<file path="src/rtl/xs_pkg.sv">
package xs_pkg;

   typedef enum logic [1:0] {
      SZ_4B   = 2'd0,
      SZ_8B   = 2'd1,
      SZ_32B  = 2'd2,
      SZ_SPARE = 2'd3
   } req_size_e;

   typedef enum logic [1:0] {
      ST_IDLE,
      ST_ISSUE,
      ST_DATA,
      ST_GAP
   } seq_state_e;

   // Byte count of a size code; the spare code behaves as a 4-byte request.
   function automatic logic [5:0] size_to_bytes(input req_size_e s);
      case (s)
         SZ_8B:   return 6'd8;
         SZ_32B:  return 6'd32;
         default: return 6'd4;
      endcase
   endfunction

endpackage

</file>
<file path="src/rtl/xs_plan.sv">
module xs_plan
   import xs_pkg::*;
#(
   parameter int PORT_W      = 32,
   parameter int BURST_BYTES = 16,
   parameter int TOT_W       = 6,
   parameter int BEAT_W      = 4
) (
   input  req_size_e          size,
   input  logic               no_burst,
   input  logic               cs_hit,
   input  logic               port16,
   input  logic               mode16,
   output logic [TOT_W-1:0]   total,
   output logic [BEAT_W-1:0]  beats
);

   localparam int WIDE_B   = PORT_W / 8;
   localparam int NARROW_B = PORT_W / 16;
   localparam int WIDE_SH   = $clog2(WIDE_B);
   localparam int NARROW_SH = $clog2(NARROW_B);

   logic [TOT_W-1:0] sub_bytes;
   logic             burstable;

   always_comb begin
      total     = TOT_W'(size_to_bytes(size));
      burstable = cs_hit && !no_burst;
      sub_bytes = (total > TOT_W'(BURST_BYTES)) ? TOT_W'(BURST_BYTES) : total;
      if (burstable) begin
         beats = port16 ? BEAT_W'(sub_bytes >> NARROW_SH)
                        : BEAT_W'(sub_bytes >> WIDE_SH);
      end else if (port16 && mode16 && total == TOT_W'(2 * NARROW_B)) begin
         beats = BEAT_W'(2);   // folded into one short burst
      end else begin
         beats = BEAT_W'(1);
      end
   end

endmodule

</file>
<file path="src/rtl/xs_seq.sv">
module xs_seq
   import xs_pkg::*;
#(
   parameter int ADDR_W       = 32,
   parameter int PORT_W       = 32,
   parameter int TOT_W        = 6,
   parameter int BEAT_W       = 4,
   parameter int WR_GAP       = 1,
   parameter int BIG_WR_BYTES = 8
) (
   input  logic               clk,
   input  logic               rst_n,
   input  logic               req_valid,
   input  logic               req_write,
   input  logic [ADDR_W-1:0]  req_addr,
   input  logic [TOT_W-1:0]   plan_total,
   input  logic [BEAT_W-1:0]  plan_beats,
   input  logic               port16,
   input  logic               ext_ack,
   output logic               req_ready,
   output logic               accept,
   output logic               ext_start,
   output logic [ADDR_W-1:0]  ext_addr,
   output logic               ext_burst,
   output logic [BEAT_W-1:0]  ext_beats,
   output logic               ext_write,
   output logic               in_data,
   output logic               port16_q,
   output logic [TOT_W-1:0]   cursor,
   output logic               done
);

   seq_state_e        state;
   logic [ADDR_W-1:0] base_q;
   logic [TOT_W-1:0]  total_q;
   logic [BEAT_W-1:0] beats_q;
   logic [BEAT_W-1:0] bcnt;
   logic              wr_q;
   logic              done_q;

   logic [TOT_W-1:0]  step;
   logic              take;
   logic              last_beat;
   logic              final_sub;
   logic              big_wr;
   logic              need_gap;
   logic              gap_over;

   always_comb begin
      step      = port16_q ? TOT_W'(PORT_W / 16) : TOT_W'(PORT_W / 8);
      take      = (state == ST_DATA) && ext_ack;
      last_beat = (bcnt == beats_q - BEAT_W'(1));
      final_sub = (cursor + step == total_q);
      big_wr    = wr_q && (total_q > TOT_W'(BIG_WR_BYTES));
   end

   generate
      if (WR_GAP > 0) begin : g_gap
         localparam int GAP_W = $clog2(WR_GAP + 1);
         logic [GAP_W-1:0] gap_cnt;

         always_ff @(posedge clk or negedge rst_n) begin
            if (!rst_n) begin
               gap_cnt <= '0;
            end else if (take && last_beat && !final_sub && big_wr) begin
               gap_cnt <= GAP_W'(WR_GAP);
            end else if (state == ST_GAP) begin
               gap_cnt <= gap_cnt - GAP_W'(1);
            end
         end

         assign need_gap = big_wr;
         assign gap_over = (gap_cnt == GAP_W'(1));

         // a long write leaves the bus idle right after a sub-transaction ends
         a_r7_write_gap: assert property (@(posedge clk) disable iff (!rst_n)
            (take && last_beat && !final_sub && big_wr) |=> !ext_start);
      end else begin : g_nogap
         assign need_gap = 1'b0;
         assign gap_over = 1'b1;
      end
   endgenerate

   always_ff @(posedge clk or negedge rst_n) begin
      if (!rst_n) begin
         state    <= ST_IDLE;
         base_q   <= '0;
         total_q  <= '0;
         beats_q  <= '0;
         bcnt     <= '0;
         wr_q     <= 1'b0;
         port16_q <= 1'b0;
         cursor   <= '0;
         done_q   <= 1'b0;
      end else begin
         done_q <= 1'b0;
         case (state)
            ST_IDLE: begin
               if (req_valid) begin
                  base_q   <= req_addr;
                  total_q  <= plan_total;
                  beats_q  <= plan_beats;
                  wr_q     <= req_write;
                  port16_q <= port16;
                  cursor   <= '0;
                  state    <= ST_ISSUE;
               end
            end
            ST_ISSUE: begin
               bcnt  <= '0;
               state <= ST_DATA;
            end
            ST_DATA: begin
               if (take) begin
                  cursor <= cursor + step;
                  bcnt   <= bcnt + BEAT_W'(1);
                  if (last_beat) begin
                     if (final_sub) begin
                        state  <= ST_IDLE;
                        done_q <= 1'b1;
                     end else if (need_gap) begin
                        state <= ST_GAP;
                     end else begin
                        state <= ST_ISSUE;
                     end
                  end
               end
            end
            default: begin
               if (gap_over) state <= ST_ISSUE;
            end
         endcase
      end
   end

   assign req_ready = (state == ST_IDLE);
   assign accept    = req_ready && req_valid;
   assign ext_start = (state == ST_ISSUE);
   assign in_data   = (state == ST_DATA);
   assign ext_addr  = base_q + ADDR_W'(cursor);
   assign ext_burst = (beats_q > BEAT_W'(1));
   assign ext_beats = beats_q;
   assign ext_write = wr_q;
   assign done      = done_q;

   // with no write gap, the following sub-transaction opens at once
   a_r6_back_to_back: assert property (@(posedge clk) disable iff (!rst_n)
      (take && last_beat && !final_sub && !big_wr) |=> ext_start);

   // the final acknowledge produces completion and a ready splitter
   a_r10_done_after_final: assert property (@(posedge clk) disable iff (!rst_n)
      (take && last_beat && final_sub) |=> (done && req_ready));

   // completion is a single-cycle pulse
   a_r10_single_done: assert property (@(posedge clk) disable iff (!rst_n)
      done |=> !done);

   // an accepted request opens its first transaction next cycle
   a_r10_accept_starts: assert property (@(posedge clk) disable iff (!rst_n)
      accept |=> ext_start);

   // every transaction carries a power-of-two beat count
   a_r5_beat_count: assert property (@(posedge clk) disable iff (!rst_n)
      ext_start |-> ($countones(ext_beats) == 1));

endmodule

</file>
<file path="src/rtl/xs_lanes.sv">
module xs_lanes #(
   parameter int PORT_W    = 32,
   parameter int MAX_BYTES = 32,
   parameter int TOT_W     = 6
) (
   input  logic                     clk,
   input  logic                     rst_n,
   input  logic                     accept,
   input  logic [8*MAX_BYTES-1:0]   req_wdata,
   input  logic                     take,
   input  logic                     port16_q,
   input  logic [TOT_W-1:0]         cursor,
   input  logic [PORT_W-1:0]        ext_rdata,
   output logic [PORT_W-1:0]        ext_wdata,
   output logic [8*MAX_BYTES-1:0]   rd_data
);

   localparam int DW     = 8 * MAX_BYTES;
   localparam int LANES  = PORT_W / 8;
   localparam int LIDX_W = $clog2(LANES);
   localparam int BIDX_W = $clog2(MAX_BYTES);

   logic [DW-1:0]    wbuf;
   logic [7:0]       wbytes [MAX_BYTES];
   logic [7:0]       rbytes [LANES];
   logic [TOT_W-1:0] step;

   assign step = port16_q ? TOT_W'(LANES / 2) : TOT_W'(LANES);

   always_ff @(posedge clk or negedge rst_n) begin
      if (!rst_n)      wbuf <= '0;
      else if (accept) wbuf <= req_wdata;
   end

   generate
      for (genvar b = 0; b < MAX_BYTES; b++) begin : g_wbyte
         assign wbytes[b] = wbuf[DW-1-8*b -: 8];
      end

      for (genvar l = 0; l < LANES; l++) begin : g_lane
         logic [TOT_W-1:0] src;
         logic             live;
         assign rbytes[l] = ext_rdata[PORT_W-1-8*l -: 8];
         assign src  = cursor + TOT_W'(l);
         assign live = (l < LANES / 2 || !port16_q) && (src < TOT_W'(MAX_BYTES));
         assign ext_wdata[PORT_W-1-8*l -: 8] = live ? wbytes[src[BIDX_W-1:0]] : 8'h00;
      end

      for (genvar j = 0; j < MAX_BYTES; j++) begin : g_rbyte
         logic [TOT_W-1:0] lane;
         logic             hit;
         logic [7:0]       q;
         assign lane = TOT_W'(j) - cursor;
         assign hit  = take && (TOT_W'(j) >= cursor) && (lane < step);
         always_ff @(posedge clk or negedge rst_n) begin
            if (!rst_n)      q <= 8'h00;
            else if (accept) q <= 8'h00;
            else if (hit)    q <= rbytes[lane[LIDX_W-1:0]];
         end
         assign rd_data[DW-1-8*j -: 8] = q;
      end
   endgenerate

   // accepting a request empties the assembly register
   a_r8_clear_on_accept: assert property (@(posedge clk) disable iff (!rst_n)
      accept |=> (rd_data == '0));

endmodule

</file>
<file path="src/rtl/ext_req_splitter.sv">
module ext_req_splitter
   import xs_pkg::*;
#(
   parameter int ADDR_W      = 32,
   parameter int PORT_W      = 32,
   parameter int MAX_BYTES   = 32,
   parameter int BURST_BYTES = 16,
   parameter int WR_GAP      = 1,
   localparam int DW     = 8 * MAX_BYTES,
   localparam int TOT_W  = $clog2(MAX_BYTES + 1),
   localparam int BEAT_W = $clog2(BURST_BYTES / (PORT_W / 16) + 1)
) (
   input  logic               clk,
   input  logic               rst_n,
   input  logic               req_valid,
   output logic               req_ready,
   input  logic [ADDR_W-1:0]  req_addr,
   input  logic [1:0]         req_size,
   input  logic               req_write,
   input  logic [DW-1:0]      req_wdata,
   input  logic               bank_no_burst,
   input  logic               bank_cs_hit,
   input  logic               bank_port16,
   input  logic               bus_mode16,
   output logic               ext_start,
   output logic [ADDR_W-1:0]  ext_addr,
   output logic               ext_burst,
   output logic [BEAT_W-1:0]  ext_beats,
   output logic               ext_write,
   output logic [PORT_W-1:0]  ext_wdata,
   input  logic               ext_ack,
   input  logic [PORT_W-1:0]  ext_rdata,
   output logic               done,
   output logic [DW-1:0]      rd_data
);

   if (PORT_W != 32) begin : g_bad_port
      $error("PORT_W must be 32: the narrow mode uses its upper half");
   end
   if (MAX_BYTES != 32) begin : g_bad_max
      $error("MAX_BYTES must match the largest size code (32)");
   end
   if (BURST_BYTES < PORT_W / 8 || BURST_BYTES > MAX_BYTES ||
       (BURST_BYTES & (BURST_BYTES - 1)) != 0) begin : g_bad_burst
      $error("BURST_BYTES must be a power of two between the port width and MAX_BYTES");
   end
   if (WR_GAP < 0 || WR_GAP > 15) begin : g_bad_gap
      $error("WR_GAP out of range");
   end

   logic [TOT_W-1:0]  plan_total;
   logic [BEAT_W-1:0] plan_beats;
   logic              accept;
   logic              in_data;
   logic              port16_q;
   logic [TOT_W-1:0]  cursor;
   logic              take;

   xs_plan #(
      .PORT_W      (PORT_W),
      .BURST_BYTES (BURST_BYTES),
      .TOT_W       (TOT_W),
      .BEAT_W      (BEAT_W)
   ) u_plan (
      .size     (req_size_e'(req_size)),
      .no_burst (bank_no_burst),
      .cs_hit   (bank_cs_hit),
      .port16   (bank_port16),
      .mode16   (bus_mode16),
      .total    (plan_total),
      .beats    (plan_beats)
   );

   xs_seq #(
      .ADDR_W       (ADDR_W),
      .PORT_W       (PORT_W),
      .TOT_W        (TOT_W),
      .BEAT_W       (BEAT_W),
      .WR_GAP       (WR_GAP),
      .BIG_WR_BYTES (8)
   ) u_seq (
      .clk        (clk),
      .rst_n      (rst_n),
      .req_valid  (req_valid),
      .req_write  (req_write),
      .req_addr   (req_addr),
      .plan_total (plan_total),
      .plan_beats (plan_beats),
      .port16     (bank_port16),
      .ext_ack    (ext_ack),
      .req_ready  (req_ready),
      .accept     (accept),
      .ext_start  (ext_start),
      .ext_addr   (ext_addr),
      .ext_burst  (ext_burst),
      .ext_beats  (ext_beats),
      .ext_write  (ext_write),
      .in_data    (in_data),
      .port16_q   (port16_q),
      .cursor     (cursor),
      .done       (done)
   );

   assign take = in_data && ext_ack;

   xs_lanes #(
      .PORT_W    (PORT_W),
      .MAX_BYTES (MAX_BYTES),
      .TOT_W     (TOT_W)
   ) u_lanes (
      .clk       (clk),
      .rst_n     (rst_n),
      .accept    (accept),
      .req_wdata (req_wdata),
      .take      (take),
      .port16_q  (port16_q),
      .cursor    (cursor),
      .ext_rdata (ext_rdata),
      .ext_wdata (ext_wdata),
      .rd_data   (rd_data)
   );

   // write data holds while a beat waits for its acknowledge
   a_r9_wdata_hold: assert property (@(posedge clk) disable iff (!rst_n)
      (in_data && !ext_ack) |=> $stable(ext_wdata));

   // address moves only on an acknowledged beat
   a_r12_addr_hold: assert property (@(posedge clk) disable iff (!rst_n)
      (in_data && !ext_ack) |=> $stable(ext_addr));

endmodule

</file>
<file path="config.mk">
export PLATFORM = sky130hd
export DESIGN_NAME = ext_req_splitter
export DESIGN_NICKNAME = d
export VERILOG_FILES = /design/src/rtl/xs_pkg.sv /design/src/rtl/xs_plan.sv /design/src/rtl/xs_seq.sv /design/src/rtl/xs_lanes.sv /design/src/rtl/ext_req_splitter.sv
export SDC_FILE = /design/constraint.sdc
export NUM_CORES = 1
export LEC_CHECK = 0
export ABC_AREA = 1
export BUFFER_PORTS_ARGS = -buffer_cell sky130_fd_sc_hd__buf_2
export CORE_MARGIN = 2
export CORE_UTILIZATION = 45
export DETAILED_ROUTE_END_ITERATION = 7
export PLACE_DENSITY_LB_ADDON = 0.1
export SLEW_MARGIN = 10
export SYNTH_ARGS = -nofsm -noshare
export SYNTH_HDL_FRONTEND = slang
export SYNTH_SLANG_ARGS = --single-unit
</file>
<file path="constraint.sdc">
create_clock -name clk -period 3.65 [get_ports clk]
set_clock_uncertainty 0.2 [all_clocks]
set_input_delay 0.365 -clock clk [delete_from_list [all_inputs] [get_ports clk]]
set_output_delay 0.365 -clock clk [all_outputs]
set_load 0.05 [all_outputs]
</file>
==> metrics, run 1 <==
layout cells sized above 1 20.1%; via total after detailed routing 29700; remaining global-route overflow 0; antenna-violating nets left 0; static leakage 19.4 nW; total CTS buffers 66; Arr. time, crit path 3020 ps; core area 64000 sq um; placed insts 5047; Hold/Removal Path Class primary input to flop; vias per inst 5.39; CTS tree yes; Die Width 258 microns; Final GP Congestion 0.940; TNS Setup 0 ps; Req. time, crit path 3080 ps; period utilization 98.1%; io pins 660; part of the power in registers 29.2%; CP Max Fanout 25; clock tree sinks 566; Fin Hold WS 20.5 ps; Worst-Skew Late Latency 600 ps; site row count 93; detailed-route DRC error count 0; post-synth cell types 53; switching pwr 0.0174 W; CTS Buffer Depth 3; Slew HR 37.4%; Slew Viols, Final 0; Critical Path Start Type flop; Final nets 4958; Place WS 366 ps; number of synthesized flops with an enable pin 0; Final Non-Filler Cells 5498; largest net degree at the start of global routing 180; PwrDens 899 nW/um^2; initial antenna violation count 12; Slew @ Worst Pin 940 ps; Seq/Total Area, Yosys 48.9%; FFs w/ async S/R, synth 100%; WP buf/inv 3; Max Cap Viol 0; overall routing resource usage 33.9%; VDD IR max 1040 uV; Setup Viol. Count Final 0; WS Path Type flop to output port; cell internal pwr 0.0172 W; Net Sw Frac 50.2%; die area 66400 sq um; Cells after Synth 3704; status finished, final reports clean; Top FF cell, synth dfrtp_1; Worst-path clk slew 60 ps; WL/cell 21.0 microns; P&R area growth vs syn 33.0%; max frequency 279 MHz; power share of the clock group 18.8%; Clk Tree Root Cell clkbuf_16; CP endpoint kind output port; synthesized area 29000 sq um; first drt pass iteration count 6; CP cell instances ha_1 > xor2_4 > inv_4 > buf_12 > o211ai_1 > nand3_1 > nand2_1 > nor2_1 > buf_2; Synth Net Count 4076; Final Power 0.0346 W; clock period minus final worst setup slack 3580 ps; detailed placer's ending HPWL 81800 microns; Final Hold Vio Count 0; global-route wire length before repair 173000 microns; CP peak stage delay 570 ps; drt total wl 115000 microns; number of synthesis warnings 0; Die H 258 microns; Worst path top cell family by delay buffers and inverters; Worst path slowest cell dfrtp_4; vias in the first global route 28200; register bit count reported by yosys 566; Gate power share 52.0%; Max H-tree Level 3; Initial Utilization 45.3%; Mapped Avg Cell Area 7.82 sq um; 1st-iter DRT viols 2991; PortBufs 659; Final WS setup 67.7 ps; r2r setup slk 420 ps
[cell usage in the layout (no fill, tap or decap), types with 29 or more instances in the layout]
| cell | count |
|---|---|
| nand4_1 | 29 |
| nand3_1 | 268 |
| nor2_1 | 216 |
| dlygate4sd3_1 | 313 |
| a21oi_1 | 209 |
| buf_4 | 51 |
| clkbuf_16 | 68 |
| o211ai_1 | 29 |
| ha_1 | 39 |
| o21ai_0 | 588 |
| o21ai_1 | 38 |
| xor2_1 | 30 |
| buf_2 | 640 |
| nand2_1 | 1069 |
| inv_1 | 215 |
| dfrtp_1 | 563 |
[flip-flops by register name, summed over array words and instances (netlist names)]
| signal | count |
|---|---|
| u_seq.bcnt | 4 |
| u_seq.g_gap.gap_cnt | 1 |
| u_seq.ext_beats | 4 |
| u_lanes.g_rbyte.q | 256 |
| u_seq.done | 1 |
| u_seq.port16_q | 1 |
| u_seq.state | 2 |
| u_seq.cursor | 5 |
| u_lanes.wbuf | 256 |
| u_seq.ext_write | 1 |
| u_seq.total_q | 3 |
| u_seq.base_q | 32 |
[final cells by class]
cell class	count	area [sq um]
Inverter	238	927
Clock inverter	14	165
Sequential cell	566	14200
Tap cell	855	1070
Multi-Input combinational cell	2673	12900
Fill cell	5843	25500
Antenna cell	14	35.0
Timing Repair Buffer	1041	7350
Clock buffer	97	1920
[synthesized netlist by cell type (3+ instances only)]
cell type	instances	area (sq um)
xnor2_1	13	114
buf_1	17	63.8
o21ai_2	24	210
nand3_1	268	1340
nand2_4	3	33.8
buf_6	10	113
nor4_1	5	31.3
nand3b_1	7	52.6
nor2_1	219	822
buf_2	83	415
nor2_4	4	45.0
a21oi_1	213	1070
a31oi_1	3	18.8
ha_1	40	500
buf_4	13	97.6
nor2_2	5	31.3
o21ai_1	39	195
nor3_2	15	150
clkbuf_1	103	387
nand2_2	5	31.3
o21bai_1	3	22.5
inv_1	216	811
nor3_1	26	130
o21ai_0	589	2950
dfrtp_1	566	14200
a31oi_2	3	37.5
nand2_1	1070	4020
inv_4	3	18.8
o211ai_1	29	218
xor2_1	30	263
o22ai_1	9	56.3
inv_2	17	63.8
nand3_2	3	30.0
nand4_1	29	181
[per-layer routing]
metal,part of all wire (%),wire length [microns],vias to the layer above,GRT usage (%)
li1,-,-,14000,-
met1,39,45400,14100,42.9
met2,49,56600,1358,57.7
met3,7.0,8030,261,5.08
met4,4.6,5340,4,15.1
met5,0.023,27,-,0
[worst min-delay path, stage by stage]
cell	delay, ps
buf_2	120
nor2_1	90
nor3_1	70
nand2_1	70
nand2_1	50
[power groups by stage]
stage	logic, W	clock network (W)	registers, W
after floorplan	0.0102	0	0.0116
after global placement	0.0172	0	0.0101
after detailed placement	0.0174	0	0.0101
after CTS	0.0178	0.00660	0.0101
after global routing	0.0195	0.00686	0.0103
final	0.0180	0.00651	0.0101
[repair_timing]
item | 4_1_cts | 5_1_grt
hold buffers | 313 | 0
setup endpoints to repair | 23 | 31
gates cloned | 0 | 0
setup buffers | 1 | 12
resized for setup | 10 | 17
endpoints found under the hold margin | 385 | 0
pin swaps | 2 | 3
[per-stage QoR]
step / instance area [sq um] / util [%]
3_3_place_gp: 33100 / 51.7
5_1_grt: 38500 / 60.2
2_1_floorplan: 29000 / -
6_report: 38500 / 60.2
3_5_place_dp: 33100 / 51.7
4_1_cts: 38400 / 59.9
[path summary, 6_finish.rpt]
kind,startpoint,end,cells past startpoint
worst max-delay path,u_seq.cursor[1],ext_wdata[7],9
worst max register to register,u_seq.cursor[2],u_lanes.g_rbyte[17].q[5],10
max in group asynchronous,rst_n,u_lanes.wbuf[129],3
min in group asynchronous,rst_n,u_lanes.g_rbyte[19].q[4],2
worst min-delay path,ext_rdata[29],u_lanes.g_rbyte[26].q[5],5
worst min register to register,u_lanes.g_rbyte[3].q[6],u_lanes.g_rbyte[3].q[6],2
[cells by family (layout without fill, tap and decap cells)]
kind of cell / Yosys count / count (layout) / share of synthesized area, %
other cells: 0 / 14 / 0
flops: 566 / 566 / 48.9
simple gates: 1663 / 1663 / 24.1
compound gates: 922 / 922 / 16.8
buf+inv: 465 / 1390 / 6.88
fa+ha+maj: 41 / 41 / 1.80
xor+xnor: 47 / 47 / 1.56
No activity file was read; power rests on OpenSTA's default activity.
==> run 2: changes to the inputs <==
Settings changed: RECOVER_POWER set to 25.
==> run 2 against run 1 <==
  * The flow now finishes with violations (max-capacitance violations, max-slew violations)
  * First-iteration DRC count down 2.7%
  * Sequential power about the same
  * Critical endpoint is now ext_wdata[5]
  * Register-to-register slack about the same
  * Non-clock buffer count unchanged
  * Flip-flop and latch count unchanged
  * Wire length up 0.20%
  * Cell count about the same
  * Sequential share of layout area about the same
  * Core utilization about the same
  * Via count up 0.35%
  * Die area unchanged
  * Maximum frequency down 0.48%
==> metrics, run 2 (synthesis gave the netlist of run 1 again) <==
antenna-violating nets left 0 (unchanged); most common cell after layout, fill and taps aside nand2_1; most frequent cells in the layout nand2_1, buf_2, o21ai_0; CTS tree yes; die area 66400 sq um (unchanged); initial antenna violation count 12 (unchanged); Hold/Removal Path Class primary input to flop; Arr. time, crit path 3030 ps (about the same); Worst path slowest cell dfrtp_4; remaining global-route overflow 0 (unchanged); vias in the first global route 28200 (unchanged); largest net degree at the start of global routing 180 (unchanged); vias per inst 5.41 (+0.29%); r2r setup slk 430 ps (about the same); site row count 93 (unchanged); PortBufs 659 (unchanged); period utilization 98.6% (+0.47 points); clock period minus final worst setup slack 3600 ps (+17.2 ps); fillers 5845 (+0.034%); Req. time, crit path 3080 ps (about the same); Die H 258 microns (unchanged); Max Cap Viol 1 (+1); FF-to-FF Start u_seq.cursor[2]; static leakage 19.4 nW (about the same); Slew Viols, Final 89 (+89); VDD IR max 1040 uV (about the same); Final GP Congestion 0.940 (unchanged); global-route wire length before repair 173000 microns (unchanged); Final nets 4958 (unchanged); drt total wl 116000 microns (+0.20%); Clk Tree Root Cell clkbuf_16; Worst-Skew Late Latency 610 ps (about the same); clock tree sinks 566 (unchanged); area of the multi-input gates 12900 sq um (unchanged); top flop regs u_lanes.g_rbyte.q (256), u_lanes.wbuf (256), u_seq.base_q (32); placed insts 5047 (unchanged); CP peak stage delay 570 ps (about the same); Max H-tree Level 3 (unchanged); Net Sw Frac 50.2% (about the same); part of the power in registers 29.2% (about the same); switching pwr 0.0174 W (about the same); power share of the clock group 18.8% (about the same); Final Non-Filler Cells 5501 (+0.055%); PwrDens 899 nW/um^2 (about the same); Fin Hold WS 17.2 ps (-3.26 ps); Die Width 258 microns (unchanged); WP buf/inv 3 (unchanged); Slew @ Worst Pin 3000 ps (+2060 ps); TNS Setup 0 ps (unchanged); Gate power share 52.0% (about the same); 1st-iter DRT viols 2911 (-2.7%); overall routing resource usage 33.9% (unchanged); io pins 660 (unchanged); Final Hold Vio Count 0 (unchanged); CTS Buffer Depth 3 (unchanged); Critical Path Start Type flop; Storage cell area 14200 sq um (unchanged); total CTS buffers 66 (unchanged); max frequency 278 MHz (-0.48%); CP endpoint kind output port; status finished with violations; via total after detailed routing 29800 (+0.35%); Slew HR -100% (-140 points); WS Path Type flop to output port; CP Max Fanout 25 (unchanged); core area 64000 sq um (unchanged); Worst Setup SP u_seq.cursor[1]; first drt pass iteration count 6 (unchanged); Final Power 0.0346 W (about the same); layout cells sized above 1 20.1% (-0.065 points); P&R area growth vs syn 32.9% (about the same); CP cell instances ha_1 > xor2_4 > inv_4 > buf_12 > o211ai_1 > nand3_1 > nand2_1 > nor2_1 > buf_4; hold_sp ext_rdata[29]; failing checks max-capacitance violations, max-slew violations; Setup Viol. Count Final 0 (unchanged); Initial Utilization 45.3% (unchanged); Worst path top cell family by delay buffers and inverters; detailed placer's ending HPWL 81800 microns (unchanged); WL/cell 21.0 microns (+0.14%); Worst-path clk slew 60 ps (about the same); detailed-route DRC error count 0 (unchanged); cell internal pwr 0.0172 W (about the same)
[run 2: layer usage]
metal / up-vias / part of all wire (%) / track usage (%)
met5: - / 0.023 / 0
met4: 4 / 4.7 / 15.1
met3: 277 / 6.8 / 5.08
met1: 14200 / 39 / 42.9
li1: 14000 / - / -
met2: 1302 / 49 / 57.7
[run 2: stage by stage]
step / setup WS [ps] / utilization [%] / instance area [sq um]
floorplan: 19.1 / - / 29000
global placement: 455 / 51.7 / 33100
detailed placement: 366 / 51.7 / 33100
CTS: 0.304 / 59.9 / 38400
global route: -7.24 / 60.1 / 38500
finish: 50.6 / 60.2 / 38500
[run 2: timing repair]
action	in CTS	in global routing
resized for setup	10	17
endpoints found under the hold margin	385	0
setup endpoints to repair	23	31
hold buffers	313	0
pin swaps	2	3
setup buffers	1	12
[run 2: worst paths after layout]
check                                      endpoint  cells after the start
setup / recovery                       ext_wdata[5]                      9
hold / removal             u_lanes.g_rbyte[26].q[5]                      5
setup reg to reg           u_lanes.g_rbyte[17].q[5]                     10
hold reg to reg             u_lanes.g_rbyte[3].q[6]                      2
max in group asynchronous         u_lanes.wbuf[216]                      2
min in group asynchronous  u_lanes.g_rbyte[19].q[4]                      2
[run 2: worst min-delay path, cell delays in order]
cell     delay [ps]
buf_2           120
nor2_1          100
nor3_1           70
nand2_1          70
nand2_1          50
[run 2: power groups by stage]
stage,combinational (W),sequential (W),clock [W]
floorplan,0.0102,0.0116,0
global placement,0.0172,0.0101,0
detailed placement,0.0174,0.0101,0
CTS,0.0178,0.0101,0.00660
global route,0.0195,0.0103,0.00686
finish,0.0180,0.0101,0.00651
[run 2: cell type report]
class,count,area share (%)
tap,855,2.78
clock buffer,97,4.99
sequential,566,36.8
clock inverter,14,0.429
inverter,238,2.41
timing repair buffer,1041,19.0
multi-input combinational,2673,33.5
antenna,17,0.110
